[src/rtl/xps_pkg.sv]
package xps_pkg;
  localparam int NB    = 6;
  localparam int B_TX  = 0;
  localparam int B_RFI = 1;
  localparam int B_PGA = 2;
  localparam int B_CEQ = 3;
  localparam int B_ADC = 4;
  localparam int B_TONE = 5;

  typedef enum logic [2:0] {
    ST_STBY  = 3'd0,
    ST_TXRST = 3'd1,
    ST_TX    = 3'd2,
    ST_TXQ   = 3'd3,
    ST_RXRST = 3'd4,
    ST_RX    = 3'd5,
    ST_RXQ   = 3'd6
  } pstate_e;

  function automatic logic [NB-1:0] state_power(input pstate_e st);
    logic [NB-1:0] v;
    v = '0;
    case (st)
      ST_STBY:  v[B_TONE] = 1'b1;
      ST_TXRST,
      ST_TX:    v[B_TX] = 1'b1;
      ST_RXRST: begin v[B_PGA] = 1'b1; v[B_CEQ] = 1'b1; v[B_ADC] = 1'b1; end
      ST_RX:    begin v[B_RFI] = 1'b1; v[B_PGA] = 1'b1; v[B_CEQ] = 1'b1; v[B_ADC] = 1'b1; end
      ST_RXQ:   v[B_RFI] = 1'b1;
      default:  v = '0;
    endcase
    return v;
  endfunction
endpackage

[src/rtl/xps_hold_timer.sv]
module xps_hold_timer #(
  parameter int CNT_W = 4,
  parameter int PRE_W = 3
) (
  input  logic             clk,
  input  logic             rst_n,
  input  logic             load,
  input  logic             run,
  input  logic [CNT_W-1:0] len,
  output logic             done
);
  localparam logic [CNT_W-1:0] CNT_ONE = {{(CNT_W-1){1'b0}}, 1'b1};
  localparam logic [PRE_W-1:0] PRE_ONE = {{(PRE_W-1){1'b0}}, 1'b1};

  logic [PRE_W-1:0] pre_q;
  logic [CNT_W-1:0] cnt_q;

  always_ff @(posedge clk or negedge rst_n) begin
    if (!rst_n) begin
      pre_q <= '0;
      cnt_q <= '0;
    end else if (load) begin
      pre_q <= '0;
      cnt_q <= len;
    end else if (run) begin
      pre_q <= pre_q + PRE_ONE;
      if ((&pre_q) && (cnt_q != '0)) cnt_q <= cnt_q - CNT_ONE;
    end
  end

  assign done = run && (&pre_q) && (cnt_q == '0);

  // the tick counter never wraps below zero
  p_no_wrap_r3: assert property (@(posedge clk) disable iff (!rst_n)
    (run && !load && cnt_q == '0 && !(&pre_q)) |=> (cnt_q == '0));
endmodule

[src/rtl/xps_state_fsm.sv]
module xps_state_fsm
  import xps_pkg::*;
(
  input  logic    clk,
  input  logic    rst_n,
  input  logic    pin_mode,
  input  logic    tx_req,
  input  logic    rx_req,
  input  logic    hold_done,
  output pstate_e state_q,
  output pstate_e state_d,
  output logic    load_timer,
  output logic    in_hold
);
  always_comb begin
    state_d = state_q;
    if (!pin_mode) begin
      state_d = ST_STBY;
    end else begin
      case (state_q)
        ST_STBY: begin
          if (tx_req)      state_d = ST_TXRST;
          else if (rx_req) state_d = ST_RXRST;
        end
        ST_TXRST: begin
          if (!tx_req)        state_d = ST_TXQ;
          else if (hold_done) state_d = ST_TX;
        end
        ST_TX: begin
          if (!tx_req) state_d = ST_TXQ;
        end
        ST_TXQ, ST_RXQ: begin
          if (tx_req && rx_req) state_d = ST_STBY;
          else if (tx_req)      state_d = ST_TXRST;
          else if (rx_req)      state_d = ST_RXRST;
        end
        ST_RXRST: begin
          if (tx_req)         state_d = ST_TXRST;
          else if (!rx_req)   state_d = ST_RXQ;
          else if (hold_done) state_d = ST_RX;
        end
        ST_RX: begin
          if (tx_req)       state_d = ST_TXRST;
          else if (!rx_req) state_d = ST_RXQ;
        end
        default: state_d = ST_STBY;
      endcase
    end
  end

  always_ff @(posedge clk or negedge rst_n) begin
    if (!rst_n) state_q <= ST_STBY;
    else        state_q <= state_d;
  end

  assign load_timer = ((state_d == ST_TXRST) && (state_q != ST_TXRST)) ||
                      ((state_d == ST_RXRST) && (state_q != ST_RXRST));
  assign in_hold    = (state_q == ST_TXRST) || (state_q == ST_RXRST);

  // dropping the transmit request in transmit reset lands in transmit quiet
  p_tx_drop_quiet_r5: assert property (@(posedge clk) disable iff (!rst_n)
    (pin_mode && state_q == ST_TXRST && !tx_req) |=> (state_q == ST_TXQ));
  // both requests in a quiet state return to standby
  p_quiet_both_r6: assert property (@(posedge clk) disable iff (!rst_n)
    (pin_mode && (state_q == ST_TXQ || state_q == ST_RXQ) && tx_req && rx_req)
      |=> (state_q == ST_STBY));
  // a transmit request pre-empts the receive side
  p_tx_preempt_r11: assert property (@(posedge clk) disable iff (!rst_n)
    (pin_mode && (state_q == ST_RX || state_q == ST_RXRST) && tx_req)
      |=> (state_q == ST_TXRST));
endmodule

[src/rtl/xps_out_decode.sv]
module xps_out_decode
  import xps_pkg::*;
(
  input  logic          clk,
  input  logic          rst_n,
  input  logic          pin_mode,
  input  pstate_e       state_d,
  input  logic [NB-1:0] blk_en,
  output logic [NB-1:0] pwr_q,
  output logic          tx_rst_q,
  output logic          rx_rst_q
);
  localparam logic [NB-1:0] RST_VEC = state_power(ST_STBY);

  logic [NB-1:0] pin_vec;
  assign pin_vec = state_power(state_d);

  for (genvar g = 0; g < NB; g++) begin : g_pwr
    always_ff @(posedge clk or negedge rst_n) begin
      if (!rst_n) pwr_q[g] <= RST_VEC[g];
      else        pwr_q[g] <= pin_mode ? pin_vec[g] : blk_en[g];
    end
  end

  always_ff @(posedge clk or negedge rst_n) begin
    if (!rst_n) begin
      tx_rst_q <= 1'b0;
      rx_rst_q <= 1'b0;
    end else begin
      tx_rst_q <= pin_mode && (state_d == ST_TXRST);
      rx_rst_q <= pin_mode && (state_d == ST_RXRST);
    end
  end
endmodule

[src/rtl/xcvr_pwr_seq.sv]
module xcvr_pwr_seq
  import xps_pkg::*;
#(
  parameter int HOLD_W   = 4,
  parameter int PRE_W    = 3,
  parameter int DEF_HOLD = 13
) (
  input  logic              clk,
  input  logic              rst_n,
  input  logic              tx_req,
  input  logic              rx_req,
  input  logic              pin_mode,
  input  logic              hold_fixed,
  input  logic [HOLD_W-1:0] hold_len,
  input  logic [NB-1:0]     blk_en,
  output logic              pwr_tx,
  output logic              pwr_rfi,
  output logic              pwr_pga,
  output logic              pwr_ceq,
  output logic              pwr_adc,
  output logic              pwr_tone,
  output logic              tx_rst,
  output logic              rx_rst
);
  localparam logic [HOLD_W-1:0] DEF_LEN = HOLD_W'(DEF_HOLD);

  pstate_e       state_q, state_d;
  logic          load_timer, in_hold, hold_done;
  logic [NB-1:0] pwr_q;
  logic [HOLD_W-1:0] len_eff;

  assign len_eff = hold_fixed ? DEF_LEN : hold_len;

  xps_hold_timer #(.CNT_W(HOLD_W), .PRE_W(PRE_W)) u_timer (
    .clk   (clk),
    .rst_n (rst_n),
    .load  (load_timer),
    .run   (in_hold),
    .len   (len_eff),
    .done  (hold_done)
  );

  xps_state_fsm u_fsm (
    .clk        (clk),
    .rst_n      (rst_n),
    .pin_mode   (pin_mode),
    .tx_req     (tx_req),
    .rx_req     (rx_req),
    .hold_done  (hold_done),
    .state_q    (state_q),
    .state_d    (state_d),
    .load_timer (load_timer),
    .in_hold    (in_hold)
  );

  xps_out_decode u_dec (
    .clk      (clk),
    .rst_n    (rst_n),
    .pin_mode (pin_mode),
    .state_d  (state_d),
    .blk_en   (blk_en),
    .pwr_q    (pwr_q),
    .tx_rst_q (tx_rst),
    .rx_rst_q (rx_rst)
  );

  assign pwr_tx   = pwr_q[B_TX];
  assign pwr_rfi  = pwr_q[B_RFI];
  assign pwr_pga  = pwr_q[B_PGA];
  assign pwr_ceq  = pwr_q[B_CEQ];
  assign pwr_adc  = pwr_q[B_ADC];
  assign pwr_tone = pwr_q[B_TONE];

  // transmit and receive reset strobes are exclusive
  p_strobe_excl_r3: assert property (@(posedge clk) disable iff (!rst_n)
    !(tx_rst && rx_rst));
  // canceller stays unpowered in transmit quiet
  p_rfi_off_txq_r8: assert property (@(posedge clk) disable iff (!rst_n)
    (state_q == ST_TXQ && $past(pin_mode)) |-> !pwr_rfi);
  // register mode never produces a reset strobe
  p_regmode_strobe_r9: assert property (@(posedge clk) disable iff (!rst_n)
    !pin_mode |=> (!tx_rst && !rx_rst));
  // with an unchanged state in pin mode the outputs hold
  p_hold_stable_r10: assert property (@(posedge clk) disable iff (!rst_n)
    ($past(pin_mode) && $past(pin_mode, 2) && $stable(state_q))
      |-> $stable({pwr_q, tx_rst, rx_rst}));
endmodule

[config.mk]
export PLATFORM = sky130hd
export DESIGN_NAME = xcvr_pwr_seq
export DESIGN_NICKNAME = d
export VERILOG_FILES = /design/src/rtl/xps_pkg.sv /design/src/rtl/xps_hold_timer.sv /design/src/rtl/xps_state_fsm.sv /design/src/rtl/xps_out_decode.sv /design/src/rtl/xcvr_pwr_seq.sv
export SDC_FILE = /design/constraint.sdc
export NUM_CORES = 1
export LEC_CHECK = 0
export BUFFER_PORTS_ARGS = -buffer_cell sky130_fd_sc_hd__buf_2
export CAP_MARGIN = 20
export CORE_MARGIN = 2
export CORE_UTILIZATION = 45
export CTS_CLUSTER_DIAMETER = 120
export CTS_CLUSTER_SIZE = 40
export DETAILED_ROUTE_END_ITERATION = 12
export PLACE_DENSITY = 0.66
export SYNTH_ARGS = -nofsm -noshare
export SYNTH_HDL_FRONTEND = slang
export SYNTH_SLANG_ARGS = --single-unit
[constraint.sdc]
create_clock -name clk -period 2.3 [get_ports clk]
set_input_delay 0.23 -clock clk [delete_from_list [all_inputs] [get_ports clk]]
set_output_delay 0.23 -clock clk [all_outputs]
set_load 0.03 [all_outputs]
=== Word-level counts from Yosys, hierarchy flattened ===
Cells that the tools add are included.

* Register bits: 18
* Bits of input ports: 16
* Output and inout bits: 8
* Word-level logic and storage cells: 77

* Eq/ne operators: 13
* Reduce and logical (&&, ||, !) cells: 22
* Add/subtract/negate cells: 2
* Multiplexer cells: 29

{| class="wikitable"
|+ Operators with widths
! cell !! number
|-
| two-way mux 3 bit || 15
|-
| equality test 3 bit, second input constant || 6
|-
| case mux 3 bit (6 select lines) || 1
|-
| two-way mux 4 bit || 4
|-
| equality test 3 x 2 -> 1 bit, second input constant || 3
|-
| two-way mux 1 bit || 9
|-
| logical AND 1 bit || 8
|-
| OR reduction 2 bit || 4
|-
| equality test 3 x 1 -> 1 bit, second input constant || 2
|-
| zero test 3 bit || 2
|-
| zero test 4 bit || 1
|-
| nonzero test 2 bit || 2
|-
| nonzero test 4 bit || 1
|-
| subtractor 4 x 1 -> 4 bit, second input constant || 1
|-
| adder 3 x 1 -> 3 bit, second input constant || 1
|-
| inequality test 3 x 1 -> 1 bit, second input constant || 1
|-
| inequality test 3 bit, second input constant || 1
|-
| AND reduction 3 bit || 1
|-
| logical OR 1 bit || 2
|-
| AND reduction 2 bit || 1
|}

=== Depth between registers and ports, before layout ===
Gate-level depths: netlist of the first run.

* Word-level depth: 14
* Mapped depth: 7
* Gate-level depth less buffers: 7

=== Cells and area by module ===
Synthesis of the first run repeated with hierarchy kept, for this count alone.

* Cells, all modules: 112
* Area, all modules: 1076.0 um^2

{| class="wikitable"
|+ By module, submodules not included
! module !! area an instance (um^2) !! sequential area each (um^2) !! cells an instance !! instances
|-
| xps_hold_timer || 411.6 || 175.2 || 42 || 1
|-
| xps_out_decode || 325.3 || 201.4 || 27 || 1
|-
| xps_state_fsm || 314.1 || 75.1 || 39 || 1
|-
| xcvr_pwr_seq || 25.0 || 0.0 || 4 || 1
|}

=== Least setup slack after synthesis of the first run ===
OpenSTA, ideal clock, no wires.

* Path kind: reg-to-reg
* Start: reg u_timer.pre_q[0]
* End: reg u_timer.pre_q[1]
* Stages on the path, launching flop included: 8
* Data required time: 2.182 ns
* Data arrival time: 2.001 ns
* Buffers on the path: 0
* Setup slack: 0.181 ns
* Cells stage by stage: dfrtp_1 -> ha_1 -> ha_1 -> nor4bb_2 -> or4_4 -> o211ai_4 -> mux2_4 -> and2b_1

* Cells in the longest elaborated chain, start to end: 12

{| class="wikitable"
|+ RTL lines
! item !! line !! source
|-
| start: declaration || xps_hold_timer.sv:15 || <nowiki>logic [PRE_W-1:0] pre_q;</nowiki>
|-
| start signal: assignment || xps_hold_timer.sv:26 || <nowiki>pre_q <= pre_q + PRE_ONE;</nowiki>
|-
| AND reduction 3 bit || xps_hold_timer.sv:31 || <nowiki>assign done = run && (&pre_q) && (cnt_q == '0);</nowiki>
|-
| logical AND 1 bit (2 in a row) || xps_hold_timer.sv:31 ||
|-
| two-way mux 3 bit || xps_state_fsm.sv:40 || <nowiki>else if (hold_done) state_d = ST_RX;</nowiki>
|-
| two-way mux 3 bit || xps_state_fsm.sv:39 || <nowiki>else if (!rx_req) state_d = ST_RXQ;</nowiki>
|-
| two-way mux 3 bit || xps_state_fsm.sv:38 || <nowiki>if (tx_req) state_d = ST_TXRST;</nowiki>
|-
| case mux 3 bit (6 select lines) || xps_state_fsm.sv:20 || <nowiki>case (state_q)</nowiki>
|-
| two-way mux 3 bit || xps_state_fsm.sv:17 || <nowiki>if (!pin_mode) begin</nowiki>
|-
| equality test 3 x 1 -> 1 bit / equality test 3 bit (equally long branches) || xps_state_fsm.sv:56, xps_state_fsm.sv:57 ||
|-
| logical AND 1 bit, on equally long branches || xps_state_fsm.sv:56, xps_state_fsm.sv:57 ||
|-
| logical OR 1 bit || xps_state_fsm.sv:56 || <nowiki>assign load_timer = ((state_d == ST_TXRST) && (state_q != ST_TXRST)) ||</nowiki>
|-
| two-way mux 3 bit / nonzero test 2 bit (equally long branches) || - ||
|}

Several ways; a longest one is shown, not always the timed one. The select of a mux whose other input is x is not followed.
A chain may end at the register's enable or synchronous reset.

=== Worst setup path after layout of the first run ===
* Start: reg u_timer.pre_q[0]
* End: reg u_timer.pre_q[2]

Same word-level chain as after synthesis.

==> impl_metrics.tcl, run 1 <==
set metrics [dict create \
    status "completed" \
    cts_made_buffers 3 \
    powerDensity_mw_per_mm2 804 \
    ys_ff_latch 18 \
    met3_length_um 56 \
    met2WireLength_mm 1.06 \
    drt_iter0_drc 19 \
    ys_types 42 \
    yosys_warnings 0 \
    critPathMaxFanout 7 \
    yosysMostFrequentCell "dfrtp_1" \
    clk_latency_ns 0.30 \
    fp.dieArea_mm2 0.00300 \
    clockBufferDepth 2 \
    final_cells 175 \
    worstPathCellList "ha_1 > ha_1 > nor4bb_2 > or4_4 > o211ai_4 > mux2_4 > and2b_1" \
    fin_nets 166 \
    wl_mm 2.24 \
    grt_pass1_wl_mm 3.77 \
    path_delay_family "simple AND/OR/NAND/NOR gates" \
    crit_path_end_kind "flop" \
    avgSynthCellArea_um2 9.76 \
    place_congestion 0.759 \
    synthTopCellsByCount "dfrtp_1, inv_1, nand2_1, nor2_1, o21ai_0" \
    hold_path_class "in -> reg" \
    num_vias 953 \
    drive_gt1_frac 0.283 \
    grt_overflow 0 \
    nFillCells 232 \
    path_class "reg -> reg" \
    required_ns 2.50 \
    core-area_mm2 0.00245 \
    root_buffer "clkbuf_4" \
    synth_edf_count 0 \
    p_total_mw 1.09 \
    period_share 0.964 \
    slew_headroom 0.673 \
    grt_max_degree 19 \
    synth_area_mm2 0.00116 \
    final_hold_viol_count 0 \
    yosysSeqAreaShare 0.389 \
    syn_inst 119 \
    place_area_mm2 0.00130 \
    ir_drop_mv 0.462 \
    maxCapViolations 0 \
    clkTransAtPathRegs_ns 0.10 \
    clock_skew_ns 0.00414 \
    worst_setup_path_start_kind "flop" \
    yosys.area.top_type_share 0.366 \
    crit_arrival_ns 2.41 \
    dp_hpwl_mm 1.67 \
    ios 24 \
    dp_cells 169 \
    start_util 0.473 \
    row_count 18 \
    worst-path-buf-inv 0 \
    ys.flop_type "dfrtp_1" \
    diodes 0 \
    die_w_um 54.8 \
    postSynth.asyncResetShare 1.00 \
    syn_nets 139 \
    post_cts_resized 0 \
    via_per_inst 5.45 \
    yosys.area.top_type "dfrtp_1" \
    drc 0 \
    syn_to_final_growth_pct 16.4 \
    fmaxAchievable_ghz 0.451 \
    grt_usage 0.177 \
    synth_area_leaders "dfrtp_1, mux2i_1, ha_1" \
    cts_max_level 1 \
    drt.antenna.violating_nets 0 \
    worst_path_most_repeated_cell "ha_1" \
    min_period_ns 2.22 \
    tns_ns 0 \
    port-buffer-count 23 \
    worstMarginPinSlew_ns 0.491 \
    p_leak_nw 0.661 \
    cpPeakStageDelay_ns 0.44 \
    design_area_mm2 0.00135 \
    fp.dieH_um 54.8 \
    dr.pass1.iters 4 \
    numClockSinks 18 \
    tritoncts "done" \
    setup_viol 0 \
    drt-met1-wl_mm 1.08 \
    highest_layer "met4" \
    finalMaxSlewViolations 0 \
    wire_per_inst_um 12.8 \
    antenna_found_initial 0 \
    grt_pass1_vias 877 \
    cpMaxStageDelayCell "or4_4" \
]
-- worst reg2reg max path, cell delays in order (launching register included) --
cell and delay, ns:
dfrtp_1 0.41, ha_1 0.21, ha_1 0.21, nor4bb_2 0.19, or4_4 0.44, o211ai_4 0.11
mux2_4 0.38, and2b_1 0.17
-- flip-flops by register name (all words and copies together), names as in the netlist --
signal / cells
u_dec.pwr_q: 6
u_fsm.state_q: 3
u_dec.rx_rst_q: 1
u_timer.cnt_q: 4
u_timer.pre_q: 3
u_dec.tx_rst_q: 1
-- final cells by class --
class	count	area [um2]	area share
multi-input cells	85	633	0.469
repair buffers	28	155	0.115
flip-flops and latches	18	452	0.334
well taps	30	37.5	0.0278
clock buffers	4	36.3	0.0269
inverters	10	37.5	0.0278
-- where the power goes --
group	leakage, nW	switching (mW)	internal (mW)
logic	0.418	0.211	0.198
registers	0.222	0.0835	0.399
clock network	0.0210	0.0985	0.0966
-- routing by layer --
layer | track usage | vias up
met1 | 0.221 | 466
met5 | 0 | -
met2 | 0.298 | 12
met3 | 0.0273 | 5
met4 | 0.0750 | 0
li1 | - | 470
-- repair_timing --
item / CTS / global route
hold buffers: 1 / 0
endpoints found under the hold margin: 17 / 0
buffers inserted: 0 / 1
setup endpoints to repair: 0 / 3
-- cell usage in the layout, fill, tap and decap left out, drive strengths merged, types with 2 or more instances in the layout --
cell type  synthesis  routed
nand3              2       2
nor2b              3       3
buf                4      27
nor3b              4       4
nand2b             3       3
xor2               4       4
and3b              2       2
o221ai             2       2
a21oi              4       4
mux2i              6       6
and2b              2       2
o22ai              3       3
o211ai             2       2
nor3               2       2
nor2               8       8
xnor2              3       3
dfrtp             17      17
o21ai              8       8
inv               10      10
nand2              8       8
ha                 4       4
clkbuf             2       4
-- final timing paths --
kind | startpoint | to | slack, ns | cells past startpoint
worst max-delay path | u_timer.pre_q[0] | u_timer.pre_q[2] | 0.08 | 7
worst min-delay path | blk_en[5] | u_dec.pwr_q[5] | 0.13 | 3
worst max register to register | u_timer.pre_q[0] | u_timer.pre_q[2] | 0.08 | 7
worst min register to register | u_timer.cnt_q[0] | u_timer.cnt_q[0] | 0.62 | 2
max in group asynchronous | rst_n | u_dec.pwr_q[5] | 1.60 | 2
min in group asynchronous | rst_n | u_fsm.state_q[1] | 0.38 | 2
-- per-stage QoR --
stage | util | setup WS, ns | hold WS, ns
after global routing | 0.550 | -0.00216 | 0.149
after CTS | 0.547 | 0.0556 | 0.132
after detailed placement | 0.529 | 0.0748 | 0.183
after global placement | 0.529 | 0.122 | 0.171
final | 0.550 | 0.0818 | 0.133
after floorplan | - | 0.181 | -0.0656
-- cells by family after synthesis --
logic type | after synthesis | share of synthesized area
simple gates | 41 | 0.222
compound gates | 26 | 0.163
flops | 18 | 0.389
buf+inv | 16 | 0.0657
xor+xnor | 7 | 0.0528
mux | 7 | 0.0647
fa+ha+maj | 4 | 0.0431
No activity file was read; power rests on OpenSTA's default activity.
==> run 2: changes to the inputs <==
BUFFER_PORTS_ARGS = -buffer_cell sky130_fd_sc_hd__buf_4   (was -buffer_cell sky130_fd_sc_hd__buf_2)
CORE_UTILIZATION = 39   (was 45)
PLACE_DENSITY = 0.58   (was 0.66)
==> impl_metrics.tcl, run 2 (synthesis gave the netlist of run 1 again) <==
set metrics [dict create \
    p_leak_nw 0.672 \
    tritoncts "done" \
    numClockSinks 18 \
    via_per_inst 5.23 \
    fp.dieH_um 58.6 \
    grt_usage 0.143 \
    final_common_cell "buf_4" \
    path_class "reg -> reg" \
    mostFrequentLayoutCells "buf_4, dfrtp_1, inv_1" \
    port-buffer-count 23 \
    row_count 19 \
    min_from "blk_en[5]" \
    crit_start "u_timer.pre_q[0]" \
    cts_max_level 1 \
    fin_nets 165 \
    powerDensity_mw_per_mm2 780 \
    clk_latency_ns 0.28 \
    required_ns 2.48 \
    tns_ns 0 \
    fmaxAchievable_ghz 0.447 \
    grt_pass1_wl_mm 3.91 \
    fp.dieArea_mm2 0.00343 \
    dp_hpwl_mm 1.74 \
    die_w_um 58.6 \
    wl_mm 2.23 \
    multi_input_area_um2 633 \
    clock_skew_ns 0.00170 \
    num_vias 916 \
    hold_path_class "in -> reg" \
    root_buffer "clkbuf_4" \
    r2r_slack_ns 0.06 \
    min_period_ns 2.24 \
    setup_slack_ns 0.0645 \
    postCtsSetupBuffers 0 \
    clkTransAtPathRegs_ns 0.10 \
    critPathMaxFanout 7 \
    ios 24 \
    grt_pass1_vias 935 \
    wire_per_inst_um 12.7 \
    final_hold_viol_count 0 \
    dr.pass1.iters 4 \
    largest_reg_flops 6 \
    core-area_mm2 0.00278 \
    grt_max_degree 19 \
    drt_iter0_drc 29 \
    slew_headroom 0.661 \
    place_congestion 0.778 \
    rsz0062_at_grt "false" \
    status "completed" \
    ir_drop_mv 0.467 \
    crit_arrival_ns 2.42 \
    start_util 0.417 \
    worstMarginPinSlew_ns 0.509 \
    antenna_found_initial 0 \
    setup_viol 0 \
    grt_overflow 0 \
    maxCapViolations 0 \
    top_register "u_dec.pwr_q" \
    drc 0 \
    diodes 0 \
    crit_path_end_kind "flop" \
    reg_top3 "u_dec.pwr_q: 6 flops, u_timer.cnt_q: 4 flops" \
    syn_to_final_growth_pct 20.8 \
    drt.antenna.violating_nets 0 \
    finalMaxSlewViolations 0 \
    clockBufferDepth 2 \
    place_ws_ns 0.0810 \
    worst_setup_path_start_kind "flop" \
    drive_gt1_frac 0.278 \
    regArea_um2 452 \
    cts_made_buffers 3 \
    nFillCells 263 \
    r2r-start "u_timer.pre_q[0]" \
    period_share 0.972 \
]
[run 2: cell types whose count changed in the layout (fill, tap and decap cells not counted), sizes merged]
cell,delta
buf,-1
[run 2: final cells by class]
type                       instances  share of cell area
timing repair buffer              27               0.146
multi-input combinational         85               0.451
clock buffer                       4              0.0259
sequential                        18               0.322
inverter                          10              0.0268
tap                               31              0.0277
[run 2: timing repair]
item	in CTS	in global routing
resized for setup	0	0
hold buffers	1	0
hold endpoints to repair	17	0
[run 2: path summary, 6_finish.rpt]
path / cells after the start / endpoint
setup / recovery: 7 / u_timer.pre_q[1]
hold / removal: 3 / u_dec.pwr_q[5]
setup reg to reg: 7 / u_timer.pre_q[1]
hold reg to reg: 2 / u_timer.cnt_q[0]
max in group asynchronous: 2 / u_dec.pwr_q[5]
min in group asynchronous: 2 / u_timer.cnt_q[0]
[run 2: layer usage]
layer	global-route usage	routed length, um	vias up	share of wire
met5	0	0	-	0
met4	0.0332	8	0	0.0036
met3	0.0220	66	2	0.030
met2	0.236	1110	13	0.50
met1	0.197	1050	436	0.47
li1	-	-	465	-
[run 2: critical path, stage by stage, from the launching register on]
cell and delay, ns:
dfrtp_1 0.40, ha_1 0.20, ha_1 0.22, nor4bb_2 0.19
or4_4 0.43, o211ai_4 0.12, mux2_4 0.38, and2b_1 0.17
[run 2: through the flow]
stage,utilization,std cells,power (mW),area [um2],hold slack [ns]
floorplan,-,119,0.795,1160,-0.0656
CTS,0.504,175,1.11,1400,0.150
global placement,0.488,170,0.896,1360,0.107
detailed placement,0.488,170,0.915,1360,0.110
finish,0.504,175,1.09,1400,0.156
global route,0.504,175,1.18,1400,0.160
[run 2: where the power goes]
part	internal [mW]	leakage [nW]	switching, mW	total (mW)
clock	0.0962	0.0210	0.0914	0.188
sequential	0.399	0.222	0.0862	0.485
combinational	0.212	0.430	0.209	0.421
total	0.707	0.672	0.386	1.09
==> run 3: changes to the inputs <==
PLACE_DENSITY = unset   (was 0.58)
==> impl_metrics.tcl, run 3 (synthesis gave the netlist of run 1 again) <==
set metrics [dict create \
    met3_length_um 85 \
    drive_gt1_frac 0.290 \
    ir_drop_mv 0.454 \
    diodes 0 \
    syn_to_final_growth_pct 22.4 \
    antenna_found_initial 0 \
    grt_overflow 0 \
    highest_layer "met4" \
    numClockSinks 18 \
    place_congestion 0.801 \
    drc 0 \
    powerDensity_mw_per_mm2 794 \
    cts_max_level 1 \
    top_register "u_dec.pwr_q" \
    p_total_mw 1.13 \
    fin_nets 166 \
    worst-path-buf-inv 0 \
    path_class "reg -> reg" \
    setup_viol 0 \
    final_hold_viol_count 0 \
    crit_arrival_ns 2.39 \
    multi_input_area_um2 644 \
    worst_setup_path_start_kind "flop" \
    required_ns 2.49 \
    wl_mm 2.36 \
    drt-met1-wl_mm 1.07 \
    drt_iter0_drc 68 \
    wire_per_inst_um 13.4 \
    clockBufferDepth 2 \
    root_buffer "clkbuf_4" \
    via_per_inst 5.35 \
    maxCapViolations 0 \
    final_core_util 0.511 \
    cpPeakStageDelay_ns 0.44 \
    worstPathCellList "ha_1 > ha_2 > nor4bb_4 > or4_4 > o211ai_4 > mux2_4 > and2b_1" \
    worstMarginPinSlew_ns 0.521 \
    cts_made_buffers 3 \
    dp_hpwl_mm 1.79 \
    clk_latency_ns 0.29 \
    crit_start "u_timer.pre_q[0]" \
    largest_reg_flops 6 \
    min_from "blk_en[5]" \
    grt_pass1_vias 971 \
    regArea_um2 452 \
    row_count 19 \
    grt_usage 0.161 \
    clkTransAtPathRegs_ns 0.11 \
    min_period_ns 2.20 \
    hold_slack_ns 0.163 \
    status "completed" \
    nFillCells 281 \
    tns_ns 0 \
    met2WireLength_mm 1.18 \
    critPathMaxFanout 7 \
    p_leak_nw 0.688 \
    die_w_um 58.6 \
    path_delay_family "simple AND/OR/NAND/NOR gates" \
    rsz0062_at_grt "false" \
    reg_top3 "u_dec.pwr_q: 6 flops, u_timer.cnt_q: 4 flops" \
    grt_pass1_wl_mm 4.26 \
    fmaxAchievable_ghz 0.455 \
    grt_max_degree 19 \
    port-buffer-count 23 \
    cpMaxStageDelayCell "or4_4" \
    start_util 0.417 \
    slew_headroom 0.652 \
    fp.dieArea_mm2 0.00343 \
    mostFrequentLayoutCells "buf_4, dfrtp_1, inv_1" \
    ios 24 \
    period_share 0.956 \
    drt.antenna.violating_nets 0 \
    core-area_mm2 0.00278 \
    tritoncts "done" \
    final_common_cell "buf_4" \
    fp.dieH_um 58.6 \
    crit_path_end_kind "flop" \
    dr.pass1.iters 4 \
    finalMaxSlewViolations 0 \
    num_vias 941 \
    clock_skew_ns 0.00800 \
    hold_path_class "in -> reg" \
    r2r-start "u_timer.pre_q[0]" \
]
run 3: cell types whose count changed in the layout (fill, tap and decap cells not counted):
cell / delta
ha_1: -1
nor4bb_4: +1
ha_2: +1
buf_4: +1
nor4bb_2: -1
run 3: timing repair:
| item | 4_1_cts | 5_1_grt |
|---|---|---|
| hold buffers | 1 | 0 |
| hold endpoints to repair | 17 | 0 |
| setup endpoints to repair | 0 | 7 |
| gates resized for setup | 0 | 2 |
| buffers inserted | 0 | 1 |
run 3: final cells by class:
cell class | instances | share of cell area
Clock buffer | 4 | 0.0255
Inverter | 10 | 0.0264
Multi-Input combinational cell | 85 | 0.453
Sequential cell | 18 | 0.318
Tap cell | 31 | 0.0273
Timing Repair Buffer | 28 | 0.150
run 3: worst paths after layout:
check                           slack (ns)  depth (start not counted)               end
worst max-delay path                  0.10                          7  u_timer.pre_q[1]
worst min-delay path                  0.16                          3    u_dec.pwr_q[5]
worst max register to register        0.10                          7  u_timer.pre_q[1]
worst min register to register        0.63                          2  u_timer.cnt_q[0]
max in group asynchronous             1.72                          2    u_dec.pwr_q[5]
min in group asynchronous             0.33                          2    u_dec.pwr_q[4]
run 3: per-stage QoR:
step | std cells | setup WS, ns | area (um2)
after floorplan | 119 | 0.181 | 1160
after global placement | 170 | 0.117 | 1360
after detailed placement | 170 | 0.0269 | 1360
after CTS | 175 | 0.0129 | 1400
after global routing | 176 | 0.0193 | 1420
final | 176 | 0.102 | 1420
run 3: power by group:
part / internal, mW / switching [mW]
logic: 0.225 / 0.212
registers: 0.399 / 0.0929
clock network: 0.0964 / 0.103
total: 0.720 / 0.408
run 3: layer usage:
metal  vias up  GRT usage
met5         -          0
met4         0     0.0664
met3         2     0.0220
met2        16      0.274
met1       456      0.206
li1        467          -
run 3: worst register-to-register path, delay by kind of cell (launching register included):
family | cells | cell delay (ns)
flops | 1 | 0.41
simple gates | 3 | 0.78
compound gates | 1 | 0.13
mux | 1 | 0.39
fa+ha+maj | 2 | 0.40
